### src/rtl/dual_dac_ctrl.sv
module dual_dac_ctrl #(
  parameter int DW = 16
) (
  input  logic          clk,
  input  logic          rst_n,
  input  logic          mid_strap,
  input  logic          sclk,
  input  logic          sync_n,
  input  logic          din,
  input  logic          ldac_n,
  input  logic          clr_n,
  input  logic          pd_lock,
  output logic          sdo,
  output logic [DW-1:0] code_a,
  output logic [DW-1:0] code_b,
  output logic [1:0]    pd_a,
  output logic [1:0]    pd_b
);
  localparam int FW   = 32;
  localparam int CW   = $clog2(FW + 2);
  localparam int DLO  = 4;
  localparam logic [CW-1:0] CMAX = CW'(FW + 1);

  logic [2:0] sclk_q, sync_q, ldac_q, clr_q;
  logic [1:0] din_q, lock_q;
  logic [FW-1:0] sr;
  logic [CW-1:0] cnt;
  logic [DW-1:0] stg [2];
  logic [DW-1:0] dac [2];
  logic [1:0] pd [2];
  logic [1:0] pend, mask, ccode;
  logic dcen;

  wire sclk_fall = sclk_q[2] & ~sclk_q[1];
  wire in_frame  = ~sync_q[1];
  wire sync_rise = ~sync_q[2] & sync_q[1];
  wire ldac_fall = ldac_q[2] & ~ldac_q[1];
  wire clr_fall  = clr_q[2] & ~clr_q[1];
  wire lock_s    = lock_q[1];
  wire exec      = sync_rise && (cnt == CW'(FW));

  wire [3:0]    cmd  = sr[27:24];
  wire [3:0]    addr = sr[23:20];
  wire [DW-1:0] data = sr[DLO+DW-1:DLO];
  wire [1:0]    mode = sr[9:8];
  wire [1:0]    sel  = {addr == 4'h1 || addr == 4'hF, addr == 4'h0 || addr == 4'hF};
  wire          addr_ok = |sel;
  wire [DW-1:0] rst_code = mid_strap ? DW'(1) << (DW-1) : '0;

  logic [DW-1:0] clr_val;
  always_comb begin
    case (ccode)
      2'b01:   clr_val = DW'(1) << (DW-1);
      2'b10:   clr_val = '1;
      default: clr_val = '0;
    endcase
  end

  always_ff @(posedge clk) begin
    if (!rst_n) begin
      sclk_q <= '1; sync_q <= '1; ldac_q <= '1; clr_q <= '1;
      din_q  <= '0; lock_q <= '0;
    end else begin
      sclk_q <= {sclk_q[1:0], sclk};
      sync_q <= {sync_q[1:0], sync_n};
      ldac_q <= {ldac_q[1:0], ldac_n};
      clr_q  <= {clr_q[1:0], clr_n};
      din_q  <= {din_q[0], din};
      lock_q <= {lock_q[0], pd_lock};
    end
  end

  always_ff @(posedge clk) begin
    if (!rst_n) begin
      sr  <= '0;
      cnt <= '0;
    end else if (!in_frame) begin
      cnt <= '0;
    end else if (sclk_fall) begin
      sr  <= {sr[FW-2:0], din_q[1]};
      cnt <= (cnt == CMAX) ? CMAX : cnt + 1'b1;
    end
  end

  always_ff @(posedge clk) begin
    if (!rst_n) begin
      for (int i = 0; i < 2; i++) begin
        stg[i] <= rst_code;
        dac[i] <= rst_code;
        pd[i]  <= 2'b00;
      end
      pend  <= '0;
      mask  <= '0;
      ccode <= '0;
      dcen  <= 1'b0;
    end else if (clr_fall) begin
      for (int i = 0; i < 2; i++) begin
        stg[i] <= clr_val;
        dac[i] <= clr_val;
      end
      pend <= '0;
    end else begin
      if (ldac_fall) begin
        for (int i = 0; i < 2; i++) begin
          if (pend[i] && !mask[i]) begin
            dac[i]  <= stg[i];
            pend[i] <= 1'b0;
          end
        end
      end
      if (exec) begin
        case (cmd)
          4'h0: if (addr_ok) begin
            for (int i = 0; i < 2; i++) begin
              if (sel[i]) begin
                stg[i]  <= data;
                pend[i] <= 1'b1;
              end
            end
          end
          4'h1: if (addr_ok) begin
            for (int i = 0; i < 2; i++) begin
              if (sel[i]) begin
                dac[i]  <= stg[i];
                pend[i] <= 1'b0;
              end
            end
          end
          4'h2: if (addr_ok) begin
            for (int i = 0; i < 2; i++) begin
              if (sel[i]) begin
                stg[i] <= data;
                dac[i] <= data;
              end else begin
                dac[i] <= stg[i];
              end
            end
            pend <= '0;
          end
          4'h3: if (addr_ok) begin
            for (int i = 0; i < 2; i++) begin
              if (sel[i]) begin
                stg[i]  <= data;
                dac[i]  <= data;
                pend[i] <= 1'b0;
              end
            end
          end
          4'h4: if (!(lock_s && mode != 2'b00)) begin
            for (int i = 0; i < 2; i++) begin
              if (sr[i]) pd[i] <= mode;
            end
          end
          4'h5: mask  <= sr[1:0];
          4'h6: ccode <= sr[1:0];
          4'h8: dcen  <= sr[0];
          default: ;
        endcase
      end
    end
  end

  assign sdo    = dcen & sr[FW-1];
  assign code_a = dac[0];
  assign code_b = dac[1];
  assign pd_a   = pd[0];
  assign pd_b   = pd[1];

  p_hold_r2: assert property (@(posedge clk) disable iff (!rst_n)
    (!exec && !clr_fall && !ldac_fall) |=> ($stable(code_a) && $stable(code_b)));

  p_cnt_sat_r6: assert property (@(posedge clk) disable iff (!rst_n)
    cnt <= CMAX);

  p_ldac_clear_r7: assert property (@(posedge clk) disable iff (!rst_n)
    (ldac_fall && !clr_fall && !exec) |=> ((pend & ~mask) == 2'b00));

  p_clr_equal_r8: assert property (@(posedge clk) disable iff (!rst_n)
    clr_fall |=> (code_a == code_b && pend == 2'b00));

  p_lock_a_r10: assert property (@(posedge clk) disable iff (!rst_n)
    (lock_s && pd_a == 2'b00) |=> pd_a == 2'b00);

  p_lock_b_r10: assert property (@(posedge clk) disable iff (!rst_n)
    (lock_s && pd_b == 2'b00) |=> pd_b == 2'b00);
endmodule

### config.mk
export PLATFORM = sky130hd
export DESIGN_NAME = dual_dac_ctrl
export DESIGN_NICKNAME = d
export VERILOG_FILES = /design/src/rtl/dual_dac_ctrl.sv
export SDC_FILE = /design/constraint.sdc
export NUM_CORES = 1
export LEC_CHECK = 0
export BUFFER_PORTS_ARGS = -buffer_cell sky130_fd_sc_hd__buf_2
export CORE_AREA = 2 2 123 149
export DETAILED_ROUTE_END_ITERATION = 10
export DIE_AREA = 0 0 125 151
export GPL_TIMING_DRIVEN = 0
export SLEW_MARGIN = 40
export SYNTH_ARGS = -nofsm -noshare
export SYNTH_HDL_FRONTEND = slang
export SYNTH_SLANG_ARGS = --single-unit
### constraint.sdc
create_clock -name clk -period 7.1 [get_ports clk]
set_input_delay 1.42 -clock clk [delete_from_list [all_inputs] [get_ports clk]]
set_output_delay 1.42 -clock clk [all_outputs]
set_load 0.02 [all_outputs]
# Word level (Yosys, flattened, before mapping)
# Memory sizes are Yosys's and may differ from the RTL's.
# Cells that the tools add are included.
# totals
reg_bits	61
ram_bits	68
input_bits	9
out_inout_bits	37
wordCells	205
memories	3
# mem_list
name	depth	width	read_ports	rd_clocked_by_memory_dff	write_ports	line_no	rtl
dac	2	16	2	0	2	29	logic [DW-1:0] dac [2];
stg	2	16	2	0	2	28	logic [DW-1:0] stg [2];
pd	2	2	2	0	2	30	logic [1:0] pd [2];
# op_classes
addsub	1
n_eq_ne	13
mux	123
bitwise_logic	34
n_reduce_logical	19
# op_table
op	count
16-bit 2-to-1 mux	21
1-bit 2-to-1 mux	92
16-bit case mux with 2 select lines	1
1-bit OR	22
2-bit 2-to-1 mux	7
4-bit by 3-bit equality test with 1-bit output, second input constant	3
6-bit equality test, second input constant	2
3-bit AND reduction	3
4-bit by 1-bit equality test with 1-bit output, second input constant	2
4-bit by 2-bit equality test with 1-bit output, second input constant	2
4-bit equality test, second input constant	2
4-bit zero test	2
2-bit OR reduction	4
1-bit NOT	7
6-bit by 1-bit adder with 6-bit output, second input constant	1
6-bit 2-to-1 mux	1
2-bit case mux with 3 select lines	1
1-bit AND	5
1-bit logical AND	4
2-bit by 1-bit equality test with 1-bit output, second input constant	1
2-bit equality test, second input constant	1
1-bit zero test	2
1-bit logical OR	2
2-bit AND reduction	1
2-bit nonzero test	1

# Longest topological paths before layout
# depth
ltp_word	13
depth_mapped	9
depth_no_buf	7

# Worst setup path after synthesis
# OpenSTA, ideal clock, no wires.
# synth_path
kind	input-to-reg
from	input rst_n
to	memory dac[1][0] (enable)
setup_ns	0.417
arrival_time_ns	2.732
required_time_ns	6.683
path_slack_ns	3.951
cell_stages	7
cell_sequence	and3_1 -> and4_1 -> buf_2 -> buf_4 -> buf_4 -> nor2_1 -> nand3_1
# synth_rtl
item	line_no	rtl
start, declared	5	input logic rst_n,
end, declared	29	

==> metrics.md <==
| Metric | Value |
|---|---|
| Initial cell density of the core | `34.3%` |
| Via count of the routed design | `4864` |
| Most area-consuming cells after synthesis | `edfxtp_1, dfxtp_1, nand2_1, a211oi_1, nor2_1` |
| Buf/Inv on CP | `2` |
| Vias in the first global route | `4592` |
| Yosys top cell by area | `edfxtp_1` |
| Worst setup EP type | `flip-flop` |
| Wire length per cell | `16.7 um` |
| Sequential fraction of the synthesis area | `54.7%` |
| CTS max path bufs | `2` |
| HPWL after detailed placement | `10900 um` |
| Routability congestion estimate | `0.882` |
| Critical path, cell by cell | `buf_2 -> inv_2 -> a2111oi_4 -> mux2_2 -> a211o_1 -> o21ai_1` |
| Nets | `686` |
| Critical Path Max Stage Delay | `0.73 ns` |
| Most frequent cell after synthesis | `nand2_1` |
| Endpoints failing setup | `0` |
| Antenna Cells | `0` |
| Reg clk slew, reported paths | `0.06 ns` |
| Area of all placed cells without fillers | `7090 um^2` |
| Full die area | `18900 um^2` |
| Final core utilization | `40.8%` |
| DIE WIDTH | `125 um` |
| Drt initial violations | `450` |
| Number of resized instances in the post-cts repair step | `0` |
| Lkg Pwr | `2.66 nW` |
| Vias per cell | `5.37` |
| Cell count after synthesis | `607` |
| Final worst slack | `4.05 ns` |
| Area growth from synthesis to layout | `18.8%` |
| Min-delay worst type | `flip-flop to flip-flop` |
| Number of synthesized flops with an enable pin | `68` |
| Clock latency reported for the late side of the worst-skew pair | `0.42 ns` |
| Setup repair after global routing missed its margin | `false` |
| Number of buffers added for setup after CTS | `0` |
| Hold Violations, Final | `0` |
| Congestion Overflow GR | `0` |
| Most used flip-flop cell after synthesis | `edfxtp_1` |
| Rel. slew slack | `48.7%` |
| Async set-reset flop share out of synthesis | `0%` |
| CTS tree | `built` |
| Clk_skew | `0.00780 ns` |
| Largest voltage drop on the vdd net | `0.000150 V` |
| Placement-stage worst setup slack | `3.38 ns` |
| Number of warnings issued by yosys | `0` |
| GRT Util Overall | `16.3%` |
| Status | `finished, final reports clean` |
| CTS buffer count | `17` |
| Net count after synthesis | `620` |
| Worst Path Max Fanout | `9` |
| Placed Instances | `874` |
| Average footprint of a synthesized cell | `9.83 um^2` |
| Proportion of netlist area held by the largest area contributor | `34.2%` |
| IO Count | `46` |
| Number of distinct library cells after synthesis | `54` |
| Final ANT Viol Nets | `0` |
| WP data arrival | `3.28 ns` |
| Max-Cap Viols | `0` |
| H-Tree Depth | `4` |
| Share of the cycle needed by the critical path after routing | `42.9%` |
| Aggregate negative setup slack | `0 ns` |
| Count of input and output buffers | `45` |
| Overall routed net length | `15100 um` |
| Maximum number of pins on one net before global-route repair | `17` |
| Proportion of layout cells with a drive suffix above 1 | `16.2%` |
| Final critical path time including I/O delays and setup | `3.05 ns` |
| Final instance count without filler cells | `906` |
| Detailed-router iteration count before antenna repair | `7` |
| Nature of the critical path startpoint | `input pin` |
| Reg-to-reg setup timing slack | `4.31 ns` |
| CP required | `7.33 ns` |
| Total number of placement rows | `53` |
| Antenna violations before repair | `0` |
| Cell with the largest stage delay on the worst path | `a2111oi_4` |
| CTS Root Cell | `clkbuf_16` |
| Num Clock Sinks | `129` |
| Netlist area before placement | `5970 um^2` |
| Area post-placement | `6500 um^2` |
| P per Cell Area | `244 nW/um^2` |
| Worst slew pin tran | `0.769 ns` |
| Hold_ws | `0.407 ns` |
| Area inside the core boundary | `17400 um^2` |
| Die Height | `151 um` |
| Number of pins with negative max-slew slack in the final report | `0` |
| Maximum achievable frequency | `328 MHz` |
| DRC | `0` |
| #FFs+latches synth | `129` |
| Critical path type | `input pin to flip-flop` |
| Ranking of synthesized cells by instance count | `nand2_1, edfxtp_1, dfxtp_1` |
| Cts hold-fix bufs | `0` |
| Wire length of the first global-routing pass | `24000 um` |
| Final Power | `1.73 mW` |
| Cell family contributing the most delay on the critical path | `compound AO/OA/AOI/OAI gates` |
[layout by cell type (no fill, tap or decap), types with 3 or more instances in the layout]
cell type / n
mux2i_1: 9
nand2b_1: 16
nand4_1: 6
nand2_1: 123
clkbuf_1: 32
ha_1: 4
and4_1: 4
buf_6: 6
a211oi_1: 28
nor2_1: 51
o21ai_0: 10
nand3_1: 4
nor2b_1: 3
xor2_1: 3
a211oi_2: 4
inv_1: 25
buf_4: 8
edfxtp_1: 68
a21oi_1: 36
dfxtp_1: 61
and2_1: 7
clkbuf_16: 19
buf_2: 52
o21ai_1: 13
and3_1: 4
a31oi_1: 17
a22oi_1: 17
a311o_1: 15
[final cells by class]
class                           count  area (um^2)
Tap cell                          220          275
Clock inverter                      7         72.6
Timing Repair Buffer               47          244
Inverter                           26         97.6
Fill cell                        1708        10300
Sequential cell                   129         3260
Buffer                             48          254
Multi-Input combinational cell    404         2370
Clock buffer                       25          508
[report_power, final]
group	switching [mW]	internal (mW)	total [mW]	leakage [nW]
clock	0.316	0.534	0.851	0.283
combinational	0.0467	0.0197	0.0664	1.17
sequential	0.00877	0.807	0.816	1.21
[worst reg2reg max path: cells and delay by family, from the launching register on]
family	cells	cell delay, ns
DFF	1	0.34
buffers and inverters	3	0.85
AOI/OAI and AO/OA	1	0.43
and+or+nand+nor	3	0.87
[metal layers]
layer / wire length [um] / GRT usage (%) / vias to the layer above
li1: - / - / 2314
met1: 6180 / 19.0 / 2337
met2: 7670 / 28.4 / 173
met3: 681 / 3.46 / 40
met4: 588 / 8.44 / 0
met5: 0 / 0 / -
[registers in the layout, indices dropped and copies added, names as in the netlist]
name and cells:
stg 32, lock_q 2, cnt 6, dcen 1, ccode 2, pd 4, pend 2, sclk_q 3
clr_q 3, mask 2, din_q 2, sync_q 3, ldac_q 3, dac 32, sr 32
[final timing paths]
kind / depth (start not counted) / from / to
setup / recovery: 6 / rst_n / dac[1][15]$_DFFE_PP_
hold / removal: 1 / sync_q[0]$_SDFF_PN1_ / sync_q[1]$_SDFF_PN1_
hold reg to reg: 1 / sync_q[0]$_SDFF_PN1_ / sync_q[1]$_SDFF_PN1_
setup reg to reg: 7 / cnt[2]$_SDFFE_PP0P_ / stg[0][0]$_DFFE_PP_
[kinds of logic after synthesis]
kind of cell / share of synthesized area [%]
adder cells (fa/ha/maj): 0.839
XOR/XNOR: 0.441
flip-flops: 54.7
AND/OR/NAND/NOR: 18.3
AO/OA/AOI/OAI: 18.2
buffers and inverters: 5.89
multiplexers: 1.70
Power figures use the tool's default switching activity.
